`src/rtl/uart_swfc_rx.sv`:
```
module uart_swfc_rx #(
  parameter int W = 8
) (
  input  logic         clk,
  input  logic         rst_n,
  input  logic         rx_valid,
  input  logic [W-1:0] rx_byte,
  input  logic [1:0]   rx_mode,
  input  logic         any_resume_en,
  input  logic         spec_det_en,
  input  logic [W-1:0] xon_a,
  input  logic [W-1:0] xon_b,
  input  logic [W-1:0] xoff_a,
  input  logic [W-1:0] xoff_b,
  input  logic         iir_read,
  output logic         tx_allow,
  output logic         fifo_wr,
  output logic [W-1:0] fifo_data,
  output logic         xoff_irq
);

  typedef enum logic [1:0] {PEND_NONE, PEND_XON, PEND_XOFF} pend_t;

  localparam logic [1:0] MODE_OFF  = 2'b00;
  localparam logic [1:0] MODE_SEQ  = 2'b11;

  logic         halted_q, halted_d;
  pend_t        pend_q, pend_d;
  logic         wr_d;
  logic         irq_q;
  logic         wr_q;
  logic [W-1:0] data_q;

  wire          single  = (rx_mode == 2'b10) || (rx_mode == 2'b01);
  wire [W-1:0]  on_code  = rx_mode[1] ? xon_a  : xon_b;
  wire [W-1:0]  off_code = rx_mode[1] ? xoff_a : xoff_b;
  wire          spec_hit = rx_valid && spec_det_en && !rx_mode[0] && (rx_byte == xoff_b);
  wire          any_hit  = rx_valid && any_resume_en && halted_q && (rx_mode != MODE_OFF);

  always_comb begin
    halted_d = halted_q;
    pend_d   = (rx_mode == MODE_SEQ) ? pend_q : PEND_NONE;
    wr_d     = 1'b0;
    if (rx_mode == MODE_OFF) halted_d = 1'b0;
    if (rx_valid) begin
      if (spec_hit) begin
        wr_d = 1'b1;
      end else if (any_hit) begin
        halted_d = 1'b0;
        pend_d   = PEND_NONE;
        wr_d     = 1'b1;
      end else if (single) begin
        if (rx_byte == off_code)     halted_d = 1'b1;
        else if (rx_byte == on_code) halted_d = 1'b0;
        else                         wr_d = 1'b1;
      end else if (rx_mode == MODE_SEQ) begin
        if (pend_q == PEND_XOFF && rx_byte == xoff_b) begin
          halted_d = 1'b1;
          pend_d   = PEND_NONE;
        end else if (pend_q == PEND_XON && rx_byte == xon_b) begin
          halted_d = 1'b0;
          pend_d   = PEND_NONE;
        end else if (rx_byte == xoff_a) begin
          pend_d = PEND_XOFF;
        end else if (rx_byte == xon_a) begin
          pend_d = PEND_XON;
        end else begin
          pend_d = PEND_NONE;
          wr_d   = 1'b1;
        end
      end else begin
        wr_d = 1'b1;
      end
    end
  end

  always_ff @(posedge clk or negedge rst_n) begin
    if (!rst_n) begin
      halted_q <= 1'b0;
      pend_q   <= PEND_NONE;
      irq_q    <= 1'b0;
      wr_q     <= 1'b0;
      data_q   <= '0;
    end else begin
      halted_q <= halted_d;
      pend_q   <= pend_d;
      wr_q     <= wr_d;
      if (wr_d) data_q <= rx_byte;
      if (spec_hit)      irq_q <= 1'b1;
      else if (iir_read) irq_q <= 1'b0;
    end
  end

  assign tx_allow  = !halted_q;
  assign fifo_wr   = wr_q;
  assign fifo_data = data_q;
  assign xoff_irq  = irq_q;

  p_mode_off_allows_r6: assert property (@(posedge clk) disable iff (!rst_n)
    rx_mode == MODE_OFF |=> tx_allow);

  p_spec_sets_irq_r8: assert property (@(posedge clk) disable iff (!rst_n)
    spec_hit |=> xoff_irq && fifo_wr);

  p_spec_no_halt_r8: assert property (@(posedge clk) disable iff (!rst_n)
    (spec_hit && rx_mode == 2'b10) |=> $stable(tx_allow));

  p_irq_clear_r9: assert property (@(posedge clk) disable iff (!rst_n)
    (iir_read && !spec_hit) |=> !xoff_irq);

  p_irq_sticky_r9: assert property (@(posedge clk) disable iff (!rst_n)
    (xoff_irq && !iir_read) |=> xoff_irq);

  p_wr_needs_byte_r10: assert property (@(posedge clk) disable iff (!rst_n)
    !rx_valid |=> !fifo_wr);

endmodule

```
`config.mk`:
```
export PLATFORM = sky130hd
export DESIGN_NAME = uart_swfc_rx
export DESIGN_NICKNAME = d
export VERILOG_FILES = /design/src/rtl/uart_swfc_rx.sv
export SDC_FILE = /design/constraint.sdc
export NUM_CORES = 1
export LEC_CHECK = 0
export ABC_CLOCK_PERIOD_IN_PS = 4320
export BUFFER_PORTS_ARGS = -buffer_cell sky130_fd_sc_hd__buf_4
export CORE_ASPECT_RATIO = 1.25
export CORE_MARGIN = 1.5
export CORE_UTILIZATION = 40
export CTS_BUF_LIST = sky130_fd_sc_hd__clkbuf_8
export DETAILED_ROUTE_END_ITERATION = 6
export MAX_ROUTING_LAYER = met4
export PLACE_DENSITY = 0.83
export SYNTH_ARGS = -nofsm -noshare
export SYNTH_HDL_FRONTEND = slang
export SYNTH_SLANG_ARGS = --single-unit
```
`constraint.sdc`:
```
create_clock -name clk -period 4.32 [get_ports clk]
set_clock_uncertainty 0.15 [all_clocks]
set_input_delay 0.864 -clock clk [delete_from_list [all_inputs] [get_ports clk]]
set_output_delay 0.864 -clock clk [all_outputs]
set_load 0.1 [all_outputs]
```
Word level (Yosys, flattened, before mapping)
Cells that the tools add are included.

Flip-flop bits (word level): 13. Output and inout bits: 11. Logic and storage cells: 65.

Reduce and logical (&&, ||, !) cells: 14. Equality and inequality tests: 11. Mux-type cells: 35.

Operator list (number): == test 8 bit (6); 2-to-1 mux 1 bit (24); 2-to-1 mux 2 bit (9); 2-to-1 mux 8 bit (2); logical AND 1 bit (8); == test 2 bit (second input constant) (3); == test 2 x 1 -> 1 bit (second input constant) (2); nonzero test 2 bit (2); logical NOT 1 bit (2); logical NOT 2 bit (1); logical OR 1 bit (1).

Logic depth before layout (Yosys ltp)
Depth after elaboration: 10. Gate-level depth with buffers: 8. Mapped depth without buffers: 7.

Worst setup path after synthesis
No wires, ideal clock.

Kind: in2reg. From: input rx_byte[5]. To: register data_q[0] (netlist: fifo_data[0]). Arrival: 2779 ps. Slack: 1265 ps. Path buffers: 1. Cell stages on the path: 8. Cells stage by stage: buf_4 -> xor2_1 -> nor4_2 -> mux2i_1 -> o41ai_2 -> nor2_1 -> o31ai_4 -> mux2_2.

Longest elaborated chain between the ends: 10. Elaborated cells between the ends (all ways): 20. Those cells by class: 6 x eq/ne; 11 x mux; 3 x reduce/logical.

Ends and longest elaborated chain: start: declaration (line 7) `input logic [W-1:0] rx_byte,`; == test 8 bit (line 65) `end else if (rx_byte == xon_a) begin`; 2-to-1 mux 1 bit (line 65); 2-to-1 mux 1 bit (line 63) `end else if (rx_byte == xoff_a) begin`; 2-to-1 mux 1 bit (line 60) `end else if (pend_q == PEND_XON && rx_byte == xon_b) begin`; 2-to-1 mux 1 bit (line 57) `if (pend_q == PEND_XOFF && rx_byte == xoff_b) begin`; 2-to-1 mux 1 bit (line 56) `end else if (rx_mode == MODE_SEQ) begin`; 2-to-1 mux 1 bit (line 52) `end else if (single) begin`; 2-to-1 mux 1 bit (line 48) `end else if (any_hit) begin`; 2-to-1 mux 1 bit (*) (line 46) `if (spec_hit) begin`; 2-to-1 mux 1 bit (*) (line 45) `if (rx_valid) begin`; end signal: assignment (line 88) `if (wr_d) data_q <= rx_byte;`; end: declaration (line 32) `logic [W-1:0] data_q;`.

Mark *: on every way between the ends. The rest lies on a longest branch, timed or not. A chain may end at the register's enable or synchronous reset.

Worst setup path in the final report
From: input rx_byte[5]. To: register data_q[3] (netlist: fifo_data[3]).

The elaborated chain is that of the path after synthesis.

==> impl_summary.md <==
Status
The flow ran to the end, and the final reports show no timing, DRC or antenna violations.

STA
The clock period minus final worst setup slack is 3115 ps. For the pin with the worst max-slew slack, the measured transition is 502.1 ps. The setup TNS is 0 ps.

The final max-slew violation count was 0. Setup repair after global routing left no endpoint under its margin. The remaining max-slew budget at the tightest pin is 66.53%. The worst hold margin is 306.4 ps. The hold violation total from the final report is 0. Based on the critical path, the design can be clocked at up to 0.3210 GHz. Setup violations remaining at the end of the flow were counted as 0. In the finished design, the share of the clock period the worst path needs comes to 72.11%.

CTS
At the later pin of the worst-skew pair, clock insertion delay measures 230 ps. The number of clock buffers added by TritonCTS is 3. The number of buffers inserted for hold repair after clock tree synthesis is 0. No sink is reached through more buffers than the 2 on the longest clock path. In this run the number of H-tree levels came out at 1. The clock-pin transition on the worst setup and hold timing paths is 50 ps. Once the clock tree was built, the setup fixing pass inserted 0 buffers.

Clock tree synthesis selected as its root buffer the cell sky130_fd_sc_hd__clkbuf_8. CTS saw 13 sinks. The count of instances resized after the clock tree is built is 0.

TritonCTS built the clock tree.

Setup path
The peak fanout along the critical path is 9. The largest incremental delay on the critical path is 510 ps. The number of stages on the worst setup path is 8. Setup slack on the worst reg-to-reg path comes out at 2160 ps.

The largest individual stage delay along the critical path comes from the cell sky130_fd_sc_hd__o31ai_4. The data arrival time of the critical path is 3090 ps. Traced cell by cell, the critical path runs through buf_4 -> xor2_1 -> nor4_1 -> mux2i_1 -> o41ai_2 -> nor2_1 -> o31ai_4 -> mux2_2. In this run the critical register-to-register path is launched from pend_q[0]$_DFF_PN0_. The critical path is of the input pin to register type. The worst setup path is launched from an input pin. The end of the worst register-to-register path is fifo_data[3]$_DFFE_PN0P_. The end of the critical path is fifo_data[3]$_DFFE_PN0P_. The data required time at the worst endpoint is 4290 ps. The cell depth of the worst flop-to-flop path is 5. Grouping stages by cell kind, the critical path spends the most delay in compound AO/OA/AOI/OAI gates.

In this run the worst setup path begins at rx_byte[5]. The kind of end point of the critical path is a register. The count of buffering cells on the critical path with inverters included is 1.

Power and ir drop
The leakage power summed over all cells is 0.7679 nW. For this design the ratio of total power to cell area is 313.0 nW/um2. The highest ir drop seen on vdd is 0.2341 mV.

Final layout
The layout has 246 filler cells. The repair_antennas step left the layout with diodes totalling 0. In the final layout, the share of cells above drive strength 1 is 41.71%. The post-synthesis to final-layout area growth is 41.47%. The final layout contains 226 nets.

Synthesis
Averaged over all synthesized cells, the footprint is 9.497 um2. For this run, the leading register cell type out of synthesis is sky130_fd_sc_hd__dfrtp_1. The net count of the mapped netlist is 172. The synthesized design devotes to its leading area cell type 28.08% of total area. Yosys printed 0 warnings. The async set-reset flop share out of synthesis is 100.0%. The gate count of the mapped netlist is 122. After synthesis, the cell types taking the most area are sky130_fd_sc_hd__dfrtp_1, sky130_fd_sc_hd__xor2_1, sky130_fd_sc_hd__mux2_2. The summed instance area of the synthesized netlist is 1159 um2. The synthesized design contains 0 enable-type register cells. The biggest area contributor in the post-synthesis netlist is sky130_fd_sc_hd__dfrtp_1. The number of storage elements in the synthesis netlist is 13.

The distinct cell type count after synthesis is 32. For this run, the register share of the synthesized area comes to 28.08%.

Global route
The number of global-route vias before repair was 1,136. The number of antenna violations at the first check in global routing is 0. The total congestion overflow is 0. Global routing used 23.42% of the available met1 tracks.

The first global-routing pass estimated 4885 um of wire. Global routing consumed, over all layers together, 20.40% of the routing resources. After global routing, the most crowded layer is met2. The largest net degree at the start of global routing is 14. In the global route stage, met3 resource usage came out at 1.896%.

Global routing consumed, on the met2 layer, 35.71% of the routing resources.

Drt
The post-detailed-route count of antenna-violating nets is 0. Dividing the detail-routed via count by the number of cells gives 5.244. The detailed-router iteration count before antenna repair is 4. The wire length reported by the detailed router is 3037 um.

The count of routing violations after the opening detailed-route iteration is 13. The routed layout has 1,096 vias. The average routed wire per standard cell is 14.53 um.

The post-route DRC violation count is 0.

Floorplanning
The floorplan has 21 rows. The width of the chip is 51.14 um. The initial utilization of the core area, before any placement, comes to 42.81%. 59 I/O pins were placed. The floorplan core area is 2706 um2. The die covers 3230 um2. The vertical extent of the die is 63.17 um.

Placement
At the end of routability-driven placement, the weighted congestion stood at 0.8359. During placement, the flow inserted port buffers numbering 58. The HPWL after detailed placement is 2579 um.

Run
Max-cap violations in this run came to 0.

Hold path
The worst hold path belongs to the class input pin to async pin.
-- kinds of logic (layout without fill, tap and decap cells) --
group                      after synthesis  in the layout  synth area share [%]
xor gates and xnor gates                36             36                 27.21
and+or+nand+nor                         29             29                 14.69
buffers and inverters                   16             69                 5.940
AOI/OAI and AO/OA                       13             13                 9.828
muxes                                   13             13                 12.10
DFF                                     13             13                 28.08
adders and majority gates                2              2                 2.159
-- per-layer routing --
metal	vias up	routed length [um]
li1	529	-
met1	527	1181
met2	36	1667
met3	4	140
met4	0	48
met5	-	0
-- layout make-up --
cell class	count	area (um2)	share of cell area, %
clock buffers	3	41.29	2.519
well taps	34	42.54	2.595
clock inverters	1	3.754	0.2290
inverters	7	26.28	1.603
flip-flops and latches	13	325.3	19.85
multi-input cells	93	764.5	46.64
repair buffers	58	435.4	26.56
-- metrics by stage --
stage / setup WS [ps] / cells / util (%) / cell area [um2] / power (mW)
floorplan: 1265 / 122 / - / 1159 / 0.3365
global placement: 957.5 / 205 / 58.90 / 1594 / 0.4100
detailed placement: 949.9 / 205 / 58.90 / 1594 / 0.4154
CTS: 1200 / 209 / 60.56 / 1639 / 0.5182
global route: 970.6 / 209 / 60.56 / 1639 / 0.5405
finish: 1205 / 209 / 60.56 / 1639 / 0.5131
-- sequential cells by signal, indices dropped and copies added (netlist names) --
| register | cells |
|---|---|
| xoff_irq | 1 |
| pend_q | 2 |
| fifo_wr | 1 |
| halted_q | 1 |
| fifo_data | 8 |
-- power by group --
part	total, mW	switching, mW	internal (mW)
Combinational	0.267	0.177	0.0902
Clock	0.101	0.0382	0.0624
Sequential	0.145	0.00816	0.137
Total	0.513	0.224	0.289
-- worst min-delay path by stage --
stage	start	end	slack (ps)
final	rst_n	halted_q$_DFF_PN0_	310
after global routing	rst_n	halted_q$_DFF_PN0_	310
after CTS	rst_n	xoff_irq$_DFFE_PN0P_	310
after detailed placement	fifo_data[5]$_DFFE_PN0P_	fifo_data[5]$_DFFE_PN0P_	350
after global placement	fifo_data[1]$_DFFE_PN0P_	fifo_data[1]$_DFFE_PN0P_	350
after floorplan	pend_q[1]$_DFF_PN0_	pend_q[1]$_DFF_PN0_	350
-- layout by cell type, fill, tap and decap left out, drive strengths merged, types with 2 or more instances in the layout --
master / netlist / routed
buf: 5 / 58
xor2: 26 / 26
dfrtp: 13 / 13
xnor2: 10 / 10
inv: 7 / 8
mux2: 8 / 8
nor4: 8 / 8
nand2: 6 / 6
mux2i: 5 / 5
o21ai: 3 / 3
clkbuf: 4 / 3
and2: 3 / 3
nand3: 2 / 2
nand4: 2 / 2
or3: 2 / 2
nand3b: 2 / 2
o32ai: 2 / 2
a2bb2oi: 2 / 2
ha: 2 / 2
-- synth_stat cells, drive strengths merged (2+ instances only) --
| library cell | count |
|---|---|
| nand4 | 2 |
| ha | 2 |
| clkbuf | 4 |
| nand3b | 2 |
| mux2i | 5 |
| and2 | 3 |
| o21ai | 3 |
| inv | 7 |
| o32ai | 2 |
| xor2 | 26 |
| nor4 | 8 |
| nand2 | 6 |
| mux2 | 8 |
| or3 | 2 |
| nand3 | 2 |
| dfrtp | 13 |
| xnor2 | 10 |
| buf | 5 |
| a2bb2oi | 2 |
No activity file was read; power rests on OpenSTA's default activity.
